$ cat config.mk
export PLATFORM = sky130hd
export DESIGN_NAME = pcm_tx_path
export DESIGN_NICKNAME = d
export VERILOG_FILES = /design/src/rtl/pcm_tx_pkg.sv /design/src/rtl/pcm_sample_packer.sv /design/src/rtl/pcm_pair_ring.sv /design/src/rtl/pcm_tx_path.sv
export SDC_FILE = /design/constraint.sdc
export NUM_CORES = 1
export LEC_CHECK = 0
export ABC_AREA = 1
export CORE_ASPECT_RATIO = 1.75
export CORE_MARGIN = 5
export CORE_UTILIZATION = 40
export DETAILED_ROUTE_END_ITERATION = 12
export HOLD_SLACK_MARGIN = 0.08
export PLACE_DENSITY = 0.56
export SLEW_MARGIN = 25
export SYNTH_ARGS = -nofsm -noshare
export SYNTH_HDL_FRONTEND = slang
export SYNTH_SLANG_ARGS = --single-unit
$ cat constraint.sdc
create_clock -name clk -period 3.45 [get_ports clk]
set_input_delay 0.5175 -clock clk [delete_from_list [all_inputs] [get_ports clk]]
set_output_delay 0.5175 -clock clk [all_outputs]
set_load 0.05 [all_outputs]
$ cat src/rtl/pcm_tx_pkg.sv
package pcm_tx_pkg;

    localparam int SAMPLE_W = 20;

    typedef enum logic [1:0] {
        SZ_16 = 2'd0,
        SZ_18 = 2'd1,
        SZ_20 = 2'd2,
        SZ_12 = 2'd3
    } size_code_e;

    typedef struct packed {
        logic       tx_en;
        logic [1:0] slots;
        size_code_e size;
        logic       compact;
    } ctl_t;

    typedef struct packed {
        logic empty;
        logic half;
        logic full;
        logic underrun;
    } flags_t;

    localparam flags_t FLAGS_RST = '{empty: 1'b1, half: 1'b1, full: 1'b0, underrun: 1'b0};

    function automatic bit depth_ok(int d);
        return (d == 8) || (d == 32) || (d == 64) || (d == 128) ||
               (d == 256) || (d == 512) || (d == 1024) || (d == 2048);
    endfunction

endpackage

$ cat src/rtl/pcm_sample_packer.sv
module pcm_sample_packer
    import pcm_tx_pkg::*;
(
    input  size_code_e            size,
    input  logic                  compact_eff,
    input  logic [31:0]           word,
    output logic [SAMPLE_W-1:0]   ent0,
    output logic [SAMPLE_W-1:0]   ent1,
    output logic                  two
);

    always_comb begin
        two  = compact_eff;
        ent0 = '0;
        ent1 = '0;
        if (compact_eff) begin
            if (size == SZ_12) begin
                ent0 = {word[11:0], 8'b0};
                ent1 = {word[27:16], 8'b0};
            end else begin
                ent0 = {word[15:0], 4'b0};
                ent1 = {word[31:16], 4'b0};
            end
        end else begin
            unique case (size)
                SZ_16: ent0 = {word[15:0], 4'b0};
                SZ_18: ent0 = {word[17:0], 2'b0};
                SZ_20: ent0 = word[19:0];
                SZ_12: ent0 = {word[11:0], 8'b0};
                default: ent0 = '0;
            endcase
        end
    end

endmodule

$ cat src/rtl/pcm_pair_ring.sv
module pcm_pair_ring #(
    parameter int DEPTH = 8,
    parameter int W     = 20
) (
    input  logic         clk,
    input  logic         rst_n,
    input  logic         clear,
    input  logic         wr_en,
    input  logic         wr_two,
    input  logic [W-1:0] wr_d0,
    input  logic [W-1:0] wr_d1,
    input  logic         rd_pop,
    output logic [W-1:0] rd_d0,
    output logic [W-1:0] rd_d1
);

    localparam int AW = $clog2(DEPTH);

    logic [W-1:0]  mem_q [DEPTH];
    logic [AW-1:0] wp_d, wp_q, rp_d, rp_q;
    logic [AW-1:0] wp_nx, rp_nx;

    always_comb begin
        wp_nx = wp_q + AW'(1);
        rp_nx = rp_q + AW'(1);
        wp_d  = wp_q;
        rp_d  = rp_q;
        if (clear) begin
            wp_d = '0;
            rp_d = '0;
        end else begin
            if (wr_en)  wp_d = wr_two ? wp_q + AW'(2) : wp_nx;
            if (rd_pop) rp_d = rp_q + AW'(2);
        end
    end

    always_ff @(posedge clk or negedge rst_n) begin
        if (!rst_n) begin
            wp_q <= '0;
            rp_q <= '0;
        end else begin
            wp_q <= wp_d;
            rp_q <= rp_d;
        end
    end

    always_ff @(posedge clk) begin
        if (wr_en && !clear) begin
            mem_q[wp_q] <= wr_d0;
            if (wr_two) mem_q[wp_nx] <= wr_d1;
        end
    end

    assign rd_d0 = mem_q[rp_q];
    assign rd_d1 = mem_q[rp_nx];

endmodule

$ cat src/rtl/pcm_tx_path.sv
module pcm_tx_path
    import pcm_tx_pkg::*;
#(
    parameter int DEPTH = 8
) (
    input  logic        clk,
    input  logic        rst_n,
    input  logic        if_enable,
    input  logic        ctl_we,
    input  logic        ctl_tx_en,
    input  logic [1:0]  ctl_slots,
    input  logic [1:0]  ctl_size,
    input  logic        ctl_compact,
    input  logic        wr_valid,
    input  logic [31:0] wr_data,
    input  logic        clr_underrun,
    input  logic [2:0]  irq_mask,
    output logic        snk_valid,
    input  logic        snk_ready,
    output logic [19:0] snk_left,
    output logic [19:0] snk_right,
    output logic        st_empty,
    output logic        st_half_empty,
    output logic        st_full,
    output logic        st_underrun,
    output logic [2:0]  int_status,
    output logic        irq
);

    localparam int AW = $clog2(DEPTH);
    localparam int LW = AW + 1;
    localparam logic [LW-1:0] LV_DEPTH = LW'(DEPTH);
    localparam logic [LW-1:0] LV_HALF  = LW'(DEPTH / 2);
    localparam logic [LW-1:0] LV_ONE   = LW'(1);
    localparam logic [LW-1:0] LV_TWO   = LW'(2);

    generate
        if (!depth_ok(DEPTH)) begin : g_bad_depth
            $error("pcm_tx_path: DEPTH must be 8 or a power of two from 32 to 2048");
        end
    endgenerate

    typedef struct packed {
        ctl_t          ctl;
        logic [LW-1:0] lvl;
        logic          drain;
        flags_t        fl;
    } state_t;

    state_t s_d, s_q;

    logic                cmp_eff, room, acc, pop, valid_c;
    logic                pk_two;
    logic [SAMPLE_W-1:0] pk_e0, pk_e1;
    logic [LW-1:0]       n_in, lvl_d;

    pcm_sample_packer u_pack (
        .size        (s_q.ctl.size),
        .compact_eff (cmp_eff),
        .word        (wr_data),
        .ent0        (pk_e0),
        .ent1        (pk_e1),
        .two         (pk_two)
    );

    pcm_pair_ring #(.DEPTH(DEPTH), .W(SAMPLE_W)) u_ring (
        .clk    (clk),
        .rst_n  (rst_n),
        .clear  (!if_enable),
        .wr_en  (acc),
        .wr_two (pk_two),
        .wr_d0  (pk_e0),
        .wr_d1  (pk_e1),
        .rd_pop (pop),
        .rd_d0  (snk_left),
        .rd_d1  (snk_right)
    );

    always_comb begin
        cmp_eff = s_q.ctl.compact && (s_q.ctl.size == SZ_16 || s_q.ctl.size == SZ_12);
        valid_c = s_q.ctl.tx_en && (|s_q.ctl.slots) && (s_q.lvl >= LV_TWO) &&
                  (s_q.drain || s_q.lvl >= LV_HALF);
        pop     = valid_c && snk_ready;
        room    = cmp_eff ? (s_q.lvl < LV_DEPTH - LV_TWO) : (s_q.lvl < LV_DEPTH);
        acc     = wr_valid && room;
        n_in    = acc ? (cmp_eff ? LV_TWO : LV_ONE) : '0;
        lvl_d   = s_q.lvl + n_in - (pop ? LV_TWO : '0);

        s_d       = s_q;
        s_d.lvl   = lvl_d;
        s_d.drain = valid_c && (lvl_d >= LV_TWO);
        if (ctl_we) begin
            s_d.ctl = '{tx_en: ctl_tx_en, slots: ctl_slots,
                        size: size_code_e'(ctl_size), compact: ctl_compact};
        end
        if (acc) begin
            if (lvl_d != '0) begin
                s_d.fl.empty    = 1'b0;
                s_d.fl.underrun = 1'b0;
            end
            if (lvl_d >= LV_HALF)  s_d.fl.half = 1'b0;
            if (lvl_d >= LV_DEPTH) s_d.fl.full = 1'b1;
        end
        if (clr_underrun) s_d.fl.underrun = 1'b0;
        if (pop) begin
            s_d.fl.full = 1'b0;
            if (lvl_d <= LV_HALF) s_d.fl.half = 1'b1;
            if (lvl_d == '0) begin
                s_d.fl.empty    = 1'b1;
                s_d.fl.underrun = 1'b1;
            end
        end
        if (!if_enable) begin
            s_d    = '0;
            s_d.fl = FLAGS_RST;
        end
    end

    always_ff @(posedge clk or negedge rst_n) begin
        if (!rst_n) begin
            s_q    <= '0;
            s_q.fl <= FLAGS_RST;
        end else begin
            s_q <= s_d;
        end
    end

    assign snk_valid     = valid_c;
    assign st_empty      = s_q.fl.empty;
    assign st_half_empty = s_q.fl.half;
    assign st_full       = s_q.fl.full;
    assign st_underrun   = s_q.fl.underrun;
    assign int_status    = {s_q.fl.empty && !valid_c, s_q.fl.half, s_q.fl.underrun};
    assign irq           = |(int_status & irq_mask);

endmodule

==> qor.txt <==
Net count, final -> 1,366
startpoint types -> flip-flop
CP cell instances -> inv_1 -> ha_1 -> inv_1 -> nor2_1 -> nor2_1 -> nand3_1 -> inv_1 -> nor2_1 -> nand2_1 -> nand3_1 -> clkdlybuf4s50_1
clk_skew -> 11.4 ps
area delta synth->final -> 21.6%
most frequent cells in the layout -> nand2_1 (417), o21ai_0 (132), nand3_1 (128), edfxtp_1 (128), nor2_1 (104)
clk sink count -> 180
Pwr Total -> 5810 uW
antenna-violating nets left -> 0
Worst Hold End -> u_ring.mem_q[3][2]
CTS clk-pin slew, worst paths -> 60 ps
commonest non-fill, non-tap cell in the layout -> nand2_1
FF-to-FF End -> st_underrun
vias in the first global route -> 8,569
Crit path required time -> 2930 ps
RSZ-0062 raised after global routing -> false
chip height -> 219 um
post-CTS setup buffer count -> 0
Vias -> 8,850
CP Capture Type -> primary output
worst hold path class -> flip-flop to flip-flop
met1 Track Usage GR -> 25.0%
Sequential Power Share -> 42.6%
Final Setup Violations -> 0
H-tree depth -> 4
Power Density -> 479 nW/um^2
Worst Path Arrival -> 2590 ps
synthesized flop and latch total -> 180
Pre-antenna DRT Iters -> 8
Syn Nets -> 1,289
layout cells sized above 1 -> 10.9%
diode count -> 0
Net Switching -> 1850 uW
Slew @ Worst Pin -> 1090 ps
total negative slack -> 0 ps
chip width -> 129 um
Cell Int Power -> 3950 uW
Clk Tree Root Cell -> clkbuf_16
crit-path max FO -> 4
GP Congestion -> 0.881
starting density of the core -> 40.5%
met2 GRT Util -> 42.0%
first-pass GRT wire length -> 49,000 um
maximum VDD drop -> 0.000438 V
WL per Instance -> 20.0 um
worst r2r src -> s_q[10]
fmax -> 0.322 GHz
DR iter-0 viols -> 668
I/O Buffers -> 96
CTS tree -> done
Slew HR -> 27.6%
CP max-delay cell -> clkdlybuf4s50_1
GRT Total Usage -> 23.2%
routing usage on met3 -> 4.12%
Hold Path Origin -> u_ring.mem_q[3][2]
critical path class -> flip-flop to primary output
Max-Cap Viols -> 0
Die ar. -> 28,300 sq um
Pins Over Slew Limit -> 0
post-DR vias/cell -> 5.44
initial antenna violation count -> 0
worst r2r path cells -> 14
hold path depth -> 2
sequential standard cell area -> 4990 sq um
Multi-input gate area -> 4320 sq um
GRT overflow -> 0
max incr delay on CP -> 800 ps
largest net degree at the start of global routing -> 65
register area share after synthesis -> 50.0%
# IOs -> 97
final WL -> 32,500 um
Site Rows -> 76
reg2reg setup slack -> 600 ps
cts bufs inserted -> 17
core area -> 24,600 sq um
cells after synthesis -> 1,225
YS warnings -> 0
LEAKAGE -> 0.00522 uW
Distinct cells, synth -> 39
Skew-Pair Late Insertion Delay -> 450 ps
Post-DP HPWL -> 22,900 um
crit path time final -> 3110 ps
Longest Clk Path Bufs -> 2
Avg Cell Area, Syn -> 8.14 sq um
Filler Cell Count -> 2,324
# DRC -> 0
Final Hold Vio Count -> 0
status -> completed
Top Usage Layer GRT -> met2
power share of the combinational group -> 25.2%
Sw Ratio -> 31.9%
clock share of power -> 32.2%
part of the cycle the worst path needs -> 90.1%
mapped cell area -> 9970 sq um
kinds of logic (layout without fill, tap and decap cells):
logic type	Yosys count	after routing	share of synthesized area (%)
AO/OA/AOI/OAI	216	216	11.9
XOR/XNOR	1	1	0.0879
adder cells (fa/ha/maj)	16	16	2.08
buffers and inverters	133	223	6.63
flip-flops	180	180	50.0
AND/OR/NAND/NOR	679	679	29.3
power by group through the flow:
stage / logic [uW] / clock network [uW] / registers [uW]
after floorplan: 840 / 0 / 2550
after CTS: 1470 / 1900 / 2480
after detailed placement: 1460 / 0 / 2520
after global placement: 1450 / 0 / 2520
final: 1460 / 1870 / 2480
after global routing: 1560 / 1990 / 2490
per-layer routing:
layer / vias to the layer above / wire, um
met4: 0 / 1810
met3: 83 / 1790
li1: 4271 / -
met2: 357 / 17400
met1: 4139 / 11500
met5: - / 0
synth_stat cells:
| cell | number | share of area (%) |
|---|---|---|
| nand2_1 | 417 | 16 |
| buf_6 | 9 | 1.0 |
| buf_1 | 1 | 0.038 |
| nand2_4 | 13 | 1.5 |
| o21ai_1 | 8 | 0.40 |
| a21oi_1 | 18 | 0.90 |
| nand2_2 | 2 | 0.13 |
| nand2_8 | 1 | 0.20 |
| edfxtp_1 | 128 | 39 |
| nor3_1 | 2 | 0.10 |
| o211ai_1 | 2 | 0.15 |
| buf_2 | 21 | 1.1 |
| nand3_1 | 128 | 6.4 |
| or2_2 | 1 | 0.063 |
| buf_4 | 15 | 1.1 |
| inv_2 | 9 | 0.34 |
| nor2_1 | 104 | 3.9 |
| o21ai_0 | 132 | 6.6 |
| o31ai_1 | 1 | 0.075 |
| dfrtp_1 | 18 | 4.5 |
| o211ai_2 | 2 | 0.25 |
| ha_1 | 15 | 1.9 |
| nor2_2 | 3 | 0.19 |
| clkbuf_1 | 27 | 1.0 |
| inv_1 | 49 | 1.8 |
| xor2_1 | 1 | 0.088 |
| a22oi_1 | 1 | 0.075 |
| nand3b_1 | 2 | 0.15 |
| buf_8 | 1 | 0.15 |
| o22ai_1 | 46 | 2.9 |
| fa_1 | 1 | 0.20 |
| a22o_1 | 5 | 0.44 |
| or2_1 | 1 | 0.063 |
| dfxtp_1 | 32 | 6.4 |
| clkinv_1 | 1 | 0.038 |
| dfstp_2 | 2 | 0.53 |
| a211oi_1 | 1 | 0.075 |
| nand4_1 | 1 | 0.063 |
| nor2_8 | 4 | 0.80 |
layout make-up:
type / instances / area share (%)
well taps: 312 / 3.22
clock inverters: 8 / 0.402
inverters: 59 / 1.83
repair buffers: 132 / 13.5
flip-flops and latches: 180 / 41.1
multi-input cells: 912 / 35.6
clock buffers: 24 / 4.24
sequential cells by signal, summed over array words and instances, names as in the netlist:
| register | cells |
|---|---|
| u_ring.mem_q | 160 |
| s_q | 11 |
| u_ring.wp_q | 3 |
| u_ring.rp_q | 2 |
| st_empty | 1 |
| st_full | 1 |
| st_half_empty | 1 |
| st_underrun | 1 |
how the worst max path moves through the flow:
stage             start          end  slack (ps)  cells past startpoint
6_report         s_q[8]          irq         340                     11
5_1_grt          s_q[8]          irq         170                     11
4_1_cts          s_q[7]          irq         300                     11
3_5_place_dp   wr_valid  st_underrun         590                     12
3_3_place_gp   wr_valid  st_underrun         640                     12
2_1_floorplan    s_q[8]          irq         630                     10
critical path, delay by kind of cell, from the launching register on:
kind,cells,cell delay [ps]
adders and majority gates,1,170
buffers and inverters,4,1080
DFF,1,360
and+or+nand+nor,6,530
what timing repair did:
item | in CTS | in global routing
setup endpoints to repair | 0 | 0
hold endpoints to repair | 0 | 18
hold buffers | 0 | 1
gates resized for setup | 0 | 0
stage by stage:
stage	cell area, sq um	instances	hold WS, ps	utilization (%)	setup slack (ps)
finish	12100	1627	462	49.2	342
global route	12100	1627	479	49.2	167
global placement	11600	1594	452	46.9	641
detailed placement	11600	1594	455	46.9	588
CTS	12100	1626	466	49.2	296
floorplan	9970	1225	222	-	628
(Power assumes the default switching activity.)
